[src/rtl/bank_pkg.sv]
// Shared types and constants for the mode-banked register file.
// Assumes a 16-entry logical view with a 5-bit mode code.
package bank_pkg;

    localparam int LOG_AW   = 4;
    localparam int MODE_W   = 5;
    localparam int NUM_PHYS = 30;   // general registers, program counter excluded
    localparam int PIDX_W   = $clog2(NUM_PHYS);
    localparam int PC_NUM   = 15;
    localparam int SP_NUM   = 13;
    localparam int FIQ_LO   = 8;
    localparam int FIQ_BASE = 15;   // first private fast-interrupt slot for r8
    localparam int EXC_BASE = 20;   // first private r13/r14 pair

    typedef enum logic [MODE_W-1:0] {
        MODE_USR = 5'b10000,
        MODE_FIQ = 5'b10001,
        MODE_IRQ = 5'b10010,
        MODE_SVC = 5'b10011,
        MODE_ABT = 5'b10111,
        MODE_UND = 5'b11011,
        MODE_SYS = 5'b11111
    } cpu_mode_e;

    // Bank groups; order matters: the r13/r14 pair of bank k lives at EXC_BASE + 2*(k-1).
    typedef enum logic [2:0] {
        BANK_USR = 3'd0,
        BANK_FIQ = 3'd1,
        BANK_IRQ = 3'd2,
        BANK_SVC = 3'd3,
        BANK_ABT = 3'd4,
        BANK_UND = 3'd5
    } bank_e;

    // Turn a raw mode code into its register bank; system and unknown codes share user.
    function automatic bank_e mode_to_bank(input logic [MODE_W-1:0] m);
        case (m)
            MODE_FIQ: return BANK_FIQ;
            MODE_IRQ: return BANK_IRQ;
            MODE_SVC: return BANK_SVC;
            MODE_ABT: return BANK_ABT;
            MODE_UND: return BANK_UND;
            default:  return BANK_USR;
        endcase
    endfunction

endpackage

[src/rtl/bank_map.sv]
// Logical-to-physical register remapper.
// Purely combinational; one instance per register-file port.
// Assumes the physical layout:
//   0..14  user r0..r14
//   15..19 fast-interrupt r8..r12
//   20..29 r13/r14 pairs of the five exception banks
// Number 15 is flagged as the program counter rather than mapped.
module bank_map
    import bank_pkg::*;
(
    input  bank_e              bank,
    input  logic [LOG_AW-1:0]  log_addr,
    output logic [PIDX_W-1:0]  phys_idx,
    output logic               is_pc
);

    int unsigned idx;

    // Select the physical slot for the logical number under the given bank.
    always_comb begin
        idx   = 32'(log_addr);
        is_pc = 1'b0;
        if (int'(log_addr) == PC_NUM) begin
            is_pc = 1'b1;
            idx   = 0;
        end else if (int'(log_addr) >= SP_NUM) begin
            if (bank != BANK_USR)
                idx = EXC_BASE + 2 * (int'(bank) - 1) + (int'(log_addr) - SP_NUM);
        end else if (int'(log_addr) >= FIQ_LO) begin
            if (bank == BANK_FIQ)
                idx = FIQ_BASE + (int'(log_addr) - FIQ_LO);
        end
        phys_idx = PIDX_W'(idx);
    end

    // Remapped index must stay inside the physical array.
    always_comb begin
        p_idx_in_range_r3: assert (is_pc || int'(phys_idx) < NUM_PHYS)
            else $error("bank_map: index out of range");
    end

endmodule

[src/rtl/bank_storage.sv]
// Physical register array: one write port, two combinational read ports.
// Assumes indices are pre-validated by bank_map; out-of-range reads return zero.
module bank_storage #(
    parameter int DATA_W   = 32,
    parameter int NUM_PHYS = 30,
    parameter int PIDX_W   = $clog2(NUM_PHYS)
) (
    input  logic              clk,
    input  logic              rst_n,
    input  logic              we,
    input  logic [PIDX_W-1:0] w_idx,
    input  logic [DATA_W-1:0] w_data,
    input  logic [PIDX_W-1:0] ra_idx,
    output logic [DATA_W-1:0] ra_data,
    input  logic [PIDX_W-1:0] rb_idx,
    output logic [DATA_W-1:0] rb_data
);

    logic [DATA_W-1:0] mem_q [NUM_PHYS];

    // Clear every slot on reset, otherwise update the one addressed slot.
    always_ff @(posedge clk) begin
        for (int i = 0; i < NUM_PHYS; i++) begin
            if (!rst_n)
                mem_q[i] <= '0;
            else if (we && int'(w_idx) == i)
                mem_q[i] <= w_data;
        end
    end

    // Read port A, old contents during a same-cycle write.
    always_comb begin
        ra_data = '0;
        if (int'(ra_idx) < NUM_PHYS)
            ra_data = mem_q[ra_idx];
    end

    // Read port B, same rules as port A.
    always_comb begin
        rb_data = '0;
        if (int'(rb_idx) < NUM_PHYS)
            rb_data = mem_q[rb_idx];
    end

endmodule

[src/rtl/pc_reg.sv]
// Program-counter register with two load sources.
// An architectural write (register 15) wins over the fetch advance path.
// Assumes both sources are already qualified by the caller.
module pc_reg #(
    parameter int               DATA_W   = 32,
    parameter logic [DATA_W-1:0] RESET_PC = '0
) (
    input  logic              clk,
    input  logic              rst_n,
    input  logic              wr_en,
    input  logic [DATA_W-1:0] wr_val,
    input  logic              adv_en,
    input  logic [DATA_W-1:0] adv_val,
    output logic [DATA_W-1:0] pc_q
);

    // Load the program counter, write before advance, hold otherwise.
    always_ff @(posedge clk) begin
        if (!rst_n)
            pc_q <= RESET_PC;
        else if (wr_en)
            pc_q <= wr_val;
        else if (adv_en)
            pc_q <= adv_val;
    end

endmodule

[src/rtl/banked_regfile.sv]
// Top of the mode-banked register file.
// Decodes the mode once, remaps the three port addresses, and steers
// register 15 to the program counter instead of the general array.
// Assumes a single write port and synchronous active-low reset.
module banked_regfile
    import bank_pkg::*;
#(
    parameter int                DATA_W   = 32,
    parameter logic [DATA_W-1:0] RESET_PC = '0
) (
    input  logic                 clk,
    input  logic                 rst_n,
    input  logic [MODE_W-1:0]    mode,
    input  logic [LOG_AW-1:0]    rd_a_addr,
    output logic [DATA_W-1:0]    rd_a_data,
    input  logic [LOG_AW-1:0]    rd_b_addr,
    output logic [DATA_W-1:0]    rd_b_data,
    input  logic                 wr_en,
    input  logic [LOG_AW-1:0]    wr_addr,
    input  logic [DATA_W-1:0]    wr_data,
    input  logic                 pc_adv_en,
    input  logic [DATA_W-1:0]    pc_adv_val,
    output logic [DATA_W-1:0]    pc_o
);

    localparam int NUM_PORTS = 3;   // read A, read B, write
    localparam int P_RA = 0;
    localparam int P_RB = 1;
    localparam int P_WR = 2;

    bank_e             cur_bank;
    logic [LOG_AW-1:0] port_addr [NUM_PORTS];
    logic [PIDX_W-1:0] port_idx  [NUM_PORTS];
    logic              port_pc   [NUM_PORTS];
    logic [DATA_W-1:0] arr_a, arr_b, pc_q;

    // Decode the processor mode into its bank group.
    always_comb cur_bank = mode_to_bank(mode);

    // Collect the port addresses for the remappers.
    always_comb begin
        port_addr[P_RA] = rd_a_addr;
        port_addr[P_RB] = rd_b_addr;
        port_addr[P_WR] = wr_addr;
    end

    for (genvar g = 0; g < NUM_PORTS; g++) begin : g_map
        bank_map u_map (
            .bank     (cur_bank),
            .log_addr (port_addr[g]),
            .phys_idx (port_idx[g]),
            .is_pc    (port_pc[g])
        );
    end

    bank_storage #(
        .DATA_W   (DATA_W),
        .NUM_PHYS (NUM_PHYS),
        .PIDX_W   (PIDX_W)
    ) u_store (
        .clk     (clk),
        .rst_n   (rst_n),
        .we      (wr_en && !port_pc[P_WR]),
        .w_idx   (port_idx[P_WR]),
        .w_data  (wr_data),
        .ra_idx  (port_idx[P_RA]),
        .ra_data (arr_a),
        .rb_idx  (port_idx[P_RB]),
        .rb_data (arr_b)
    );

    pc_reg #(
        .DATA_W   (DATA_W),
        .RESET_PC (RESET_PC)
    ) u_pc (
        .clk     (clk),
        .rst_n   (rst_n),
        .wr_en   (wr_en && port_pc[P_WR]),
        .wr_val  (wr_data),
        .adv_en  (pc_adv_en),
        .adv_val (pc_adv_val),
        .pc_q    (pc_q)
    );

    // Steer register 15 reads to the program counter.
    always_comb begin
        rd_a_data = port_pc[P_RA] ? pc_q : arr_a;
        rd_b_data = port_pc[P_RB] ? pc_q : arr_b;
        pc_o      = pc_q;
    end

    p_reset_pc_r1: assert property (@(posedge clk) disable iff (!rst_n)
        $past(!rst_n) |-> pc_o == RESET_PC);

    p_user_sp_kept_r5: assert property (@(posedge clk) disable iff (!rst_n)
        (cur_bank != BANK_USR && wr_en && wr_addr == 4'd13)
            |=> $stable(u_store.mem_q[13]));

    p_user_lr_kept_r5: assert property (@(posedge clk) disable iff (!rst_n)
        (cur_bank != BANK_USR && wr_en && wr_addr == 4'd14)
            |=> $stable(u_store.mem_q[14]));

    p_readback_r7: assert property (@(posedge clk) disable iff (!rst_n)
        (wr_en && wr_addr != 4'd15)
            |=> (!(rd_a_addr == $past(wr_addr) && mode == $past(mode))
                 || rd_a_data == $past(wr_data)));

    p_pc_adv_r9: assert property (@(posedge clk) disable iff (!rst_n)
        (pc_adv_en && !(wr_en && wr_addr == 4'd15)) |=> pc_o == $past(pc_adv_val));

    p_pc_write_prio_r10: assert property (@(posedge clk) disable iff (!rst_n)
        (wr_en && wr_addr == 4'd15) |=> pc_o == $past(wr_data));

endmodule

[config.mk]
export PLATFORM = sky130hd
export DESIGN_NAME = banked_regfile
export DESIGN_NICKNAME = d
export VERILOG_FILES = /design/src/rtl/bank_pkg.sv /design/src/rtl/bank_map.sv /design/src/rtl/bank_storage.sv /design/src/rtl/pc_reg.sv /design/src/rtl/banked_regfile.sv
export SDC_FILE = /design/constraint.sdc
export NUM_CORES = 2
export LEC_CHECK = 0
export ABC_AREA = 0
export BUFFER_PORTS_ARGS = -buffer_cell sky130_fd_sc_hd__clkbuf_2
export CORE_MARGIN = 2
export CORE_UTILIZATION = 50
export CTS_BUF_LIST = sky130_fd_sc_hd__clkbuf_8
export DETAILED_ROUTE_END_ITERATION = 6
export GPL_TIMING_DRIVEN = 0
export PLACE_DENSITY = 0.69
export REMOVE_ABC_BUFFERS = 1
export SETUP_SLACK_MARGIN = 0.1
export SLEW_MARGIN = 40
export SYNTH_ARGS = -nofsm -noshare
export SYNTH_HDL_FRONTEND = slang
export SYNTH_HIERARCHICAL = 1
export SYNTH_SLANG_ARGS = --single-unit
export TNS_END_PERCENT = 30
[constraint.sdc]
create_clock -name clk -period 6.1 [get_ports clk]
set_input_delay 0.305 -clock clk [delete_from_list [all_inputs] [get_ports clk]]
set_output_delay 0.305 -clock clk [all_outputs]
set_load 0.005 [all_outputs]
======== Word level (Yosys, flattened, before mapping) ========
Memories as Yosys holds them, arrays and structs flattened.
Cells that the tools add are included.
storage, ports and cells
  register bits after elaboration ......... 32
  latch bits .............................. 0
  bits in writable memories ............... 960
  memory bits (read-only) ................. 0
  memories ................................ 1
cells by class
  $add $sub $neg .......................... 14
  $mul .................................... 0
  div/mod/pow operators ................... 0
  order comparisons ....................... 8
  equality and inequality tests ........... 38
  shift operators ......................... 0
  muxes and demuxes ....................... 146
  bitwise gates (word level) .............. 30
  reductions and logical operators ........ 36
memories
  memory         depth  bits a word  read ports  clocked after Yosys merged registers in  write ports  line                source
  u_store.mem_q  30     32           2           0                                        30           bank_storage.sv:19  logic [DATA_W-1:0] mem_q [NUM_PHYS];
operator list
  kind                                                       number
  2-to-1 mux 32 bit                                          36
  == test 5 bit (second input constant)                      21
  2-to-1 mux 1 bit                                           94
  2-to-1 mux 5 bit                                           15
  == test 5 x 4 -> 1 bit (second input constant)             8
  logical AND 1 bit                                          32
  OR 1 bit                                                   30
  subtractor 4 x 4 -> 5 bit (second input constant)          6
  greater-or-equal comparator 4 bit (second input constant)  6
  adder 5 bit (first input constant)                         4
  == test 5 x 3 -> 1 bit (second input constant)             4
  adder 5 bit                                                3
  one-hot mux 3 bit (5 select lines)                         1
  == test 4 x 1 -> 1 bit (second input constant)             3
  less-than comparator 5 bit (second input constant)         2
  == test 5 x 2 -> 1 bit (second input constant)             1
  logical NOT 5 bit                                          1
  subtractor 3 x 1 -> 4 bit (second input constant)          1
  == test 3 x 1 -> 1 bit (second input constant)             1
  nonzero test 3 bit                                         1
  nonzero test 2 bit                                         1
  logical NOT 1 bit                                          1

======== Longest topological paths before layout ========
  depth after elaboration ................. 14
  gate-level depth with buffers ........... 18
  depth with buffers taken out ............ 16

======== Modules after synthesis ========
The synthesis kept the hierarchy.
by module, submodules not included
  module          times used  cells each  area each (um^2)  sequential area each (um^2)
  bank_storage    1           4265        52285.1           28827.6
  pc_reg          1           141         1778.0            640.6
  bank_map        3           63          491.7             0.0
  banked_regfile  1           81          1143.6            0.0

======== Least setup slack after synthesis ========
Ideal clock, no wire load.
  path kind ............................... input -> register
  from .................................... input mode[2]
  to ...................................... memory u_store.mem_q[24][0], enable pin
  setup time .............................. 0.466 ns
  data arrival time ....................... 5.927 ns
  setup slack ............................. -0.293 ns
  cell stages on the path ................. 12
  buffers on the path ..................... 0
  cell sequence ........................... nand3b_1 -> a21oi_1 -> inv_1 -> ha_1 -> ha_1 -> inv_1 -> fa_1 -> xnor2_1 -> a2111oi_1 -> nor2b_1 -> nand3_1 -> o21ai_0
RTL lines
  what         line                  source
  from (decl)  banked_regfile.sv:13  input logic [MODE_W-1:0] mode,
  to (decl)    bank_storage.sv:19

==> results.md <==
* Status: complete, but fails checks
* Failing checks: DRC
* Library cells used by synthesis at 50
* Tot GR Track Use at 33.1%
* GPL Wtd Cong at approximately 0.85
* Min-delay src: wr_data[3]
* Pre-Repair DR Iteration Count at 7
* Min-delay worst type: in -> reg
* DP HPWL at 140000 um
* Reg2reg setup slack at between 4 and 5 ns
* Headroom to the max-slew limit at between 30% and 40%
* Critical Path Source: mode[1]
* Initial antenna violation count at 5
* CP startpoint kind: input pin
* # DRC at 1
* Chip Width at about 340 um
* Pwr dens at about 250 nW/um^2
* Register area share after synthesis at roughly 52%
* Initial Utilization at between 50% and 60%
* Share of cells above drive strength 1 at 20.1%
* Hold path cells at 2
* Post-route insts no fill at roughly 6.6k
* Synth Warn # at 6
* Avg WL per Cell at just under 30 um
* Reg2reg start: u_pc/pc_q[15]
* Dpl cells at 6243
* Maxcap violations at 0
* R2R depth at 3
* WS Path Type: in -> out
* Core area at roughly 110000 um^2
* Final Hold Vio Count at 0
* Number of I/O pins at between 150 and 200
* Final Cycle Share at roughly 100%
* Starting DRT DRC Count at between 5k and 6k
* Final net count at between 5k and 6k
* Post-route clock skew at 0 ns
* Post-route ant nets at 0
* Crit Path Max Fanout at 7
* Leakage at 27.1 nW
* End of the worst register-to-register path: u_pc/pc_q[15]
* Worst slew pin tran at between 1 and 1.5 ns
* Syn avg cell area at 12.1 um^2
* Pin count of the biggest net entering global routing at 45
* Area of the mapped netlist at between 50000 and 60000 um^2
* DIE HEIGHT at 341 um
* Rows at ~120
* Deepest clock path buffer count at 3
* Vias per inst at 6.40
* Max-slew violation count at 0
* Cells after synthesis at between 4k and 5k
* Area grow syn2layout at 19.5%
* Crit path required time at 5.79 ns
* Peak VDD IR at between 150 and 200 uV
* CTS Sinks at 992
* Die area at 116000 um^2
* Vias at between 40k and 50k
* CTS buffer count at between 150 and 200
* Clk Latency, worst-skew pair at approximately 0.85 ns
* First-pass GRT wire length at roughly 280000 um
* CTS tree: done
* Hold EP: u_store/mem_q[3][3]
* Overflow after GRT at 0
* Fin crit period at about 6 ns
* Fin Hold WS at 0.153 ns
* Most frequent cells in the layout: mux2i_1 (960), and2_1 (960), edfxtp_1 (960)
* Max Clk Rate at roughly 160 MHz
* Total wire length at between 150000 and 200000 um
* RSZ-0062 raised after global routing: no
* Port bufs at 180
* CP arrival at between 5 and 6 ns
* H-tree level count at 4
* Pre-CTS setup slack at -0.350 ns
* Clk slew on worst S/H paths at approximately 0.06 ns
* Vias in the first global route at roughly 42k
* Flops & latches, synth at 992
* Worst Slack Setup Final at approximately 0.0053 ns
* Clk root buf: clkbuf_8
* Setup crit end kind: output port
* Endpoints failing setup at 0
==> sequential cells by signal (all words and copies together), names as in the netlist <==
signal	count
u_store/mem_q	960
u_pc/pc_q	32
==> cell type report <==
class                           count  area (um^2)
Inverter                           35          131
Sequential cell                   992        29500
Multi-Input combinational cell   3187        26000
Tap cell                         1500         1880
Timing Repair Buffer              606         7290
Clock inverter                    115          513
Fill cell                        8539        44800
Clock buffer                      175         2410
Antenna cell                        5         12.5
==> metal layers <==
metal	routed length (um)	vias to the layer above	GRT usage [%]	share of wire, %
met3	23300	680	8.72	12
met5	24	-	0	0.012
met2	87600	2849	51.0	45
li1	-	17941	-	-
met4	12900	4	20.6	6.6
met1	72600	20877	41.8	37
==> critical path, cell delays in order <==
cell             delay [ns]
clkbuf_2               0.09
inv_1                  0.09
nor4b_4                0.47
inv_1                  0.16
ha_1                   0.31
ha_1                   0.27
inv_1                  0.06
fa_1                   0.45
xnor2_1                0.15
a2111oi_2              0.52
clkdlybuf4s18_2        0.35
nand4b_1               0.41
buf_4                  0.27
buf_4                  0.22
o22ai_1                0.09
a211oi_1               0.76
o211ai_1               0.33
mux2_4                 0.34
clkbuf_2               0.11
==> through the flow <==
stage	power, mW	TNS (ns)	util [%]	cell area [um^2]
finish	17.0	0	60.2	67700
global route	17.5	0	60.2	67700
CTS	16.9	0	60.0	67500
detailed placement	11.5	-1.82	56.8	63900
global placement	12.6	-8282.41	50.9	57300
floorplan	10.8	-1303.07	-	54500
==> kinds of logic after synthesis <==
family / share of synthesized area [%]
AND/OR/NAND/NOR: 14.7
AO/OA/AOI/OAI: 8.59
buffers and inverters: 4.07
flip-flops: 52.0
adder cells (fa/ha/maj): 0.967
XOR/XNOR: 0.155
multiplexers: 19.5
==> report_power, final <==
| part | internal, mW | switching, mW | leakage (nW) |
|---|---|---|---|
| clock network | 2.71 | 2.70 | 1.79 |
| registers | 7.88 | 0.216 | 9.42 |
| logic | 1.50 | 1.97 | 15.9 |
==> cell usage after synthesis (all sizes together) <==
cell type	instances	share of area (%)
nor3	12	0.11
a2111oi	6	0.13
and3	6	0.066
and2	963	11
and2b	3	0.040
xnor2	4	0.062
o211a	32	0.57
nand3b	3	0.040
or2	6	0.066
mux2i	960	17
nand4b	2	0.031
edfxtp	960	51
mux2	99	2.6
nor3b	6	0.13
or2b	21	0.28
nand3	73	0.64
clkbuf	308	2.0
o21ai	36	0.32
a211oi	64	0.85
nor2b	12	0.13
a21oi	74	0.65
inv	35	0.23
nand2	153	1.0
buf	154	1.8
nor2	41	0.27
fa	3	0.11
nand2b	19	0.21
o22ai	128	1.4
a31oi	3	0.033
ha	39	0.86
a22oi	256	3.4
nor4b	4	0.062
and3b	3	0.046
or4b	2	0.035
o211ai	70	1.2
dfxtp	32	1.1
o21a	3	0.040
nand4	68	0.75
nand4bb	7	0.14
xor2	6	0.093
==> worst max-delay path by stage <==
stage	endpoint	slack, ns	cells after the start
final	rd_a_data[1]	0.005	19
after global routing	rd_a_data[1]	0.06	19
after CTS	rd_a_data[8]	0.08	22
after detailed placement	rd_a_data[8]	-0.35	22
after global placement	rd_a_data[1]	-51.70	10
after floorplan	rd_a_data[13]	-19.39	13
==> repair_timing <==
action                                  4_1_cts  5_1_grt
pin swaps                                     0        4
resized for setup                             9        6
endpoints found under the setup margin       33       40
gates cloned                                  0        0
setup buffers                                 0       19
endpoints found under the hold margin        32        0
hold buffers                                 56        0
No activity file was read; power rests on OpenSTA's default activity.
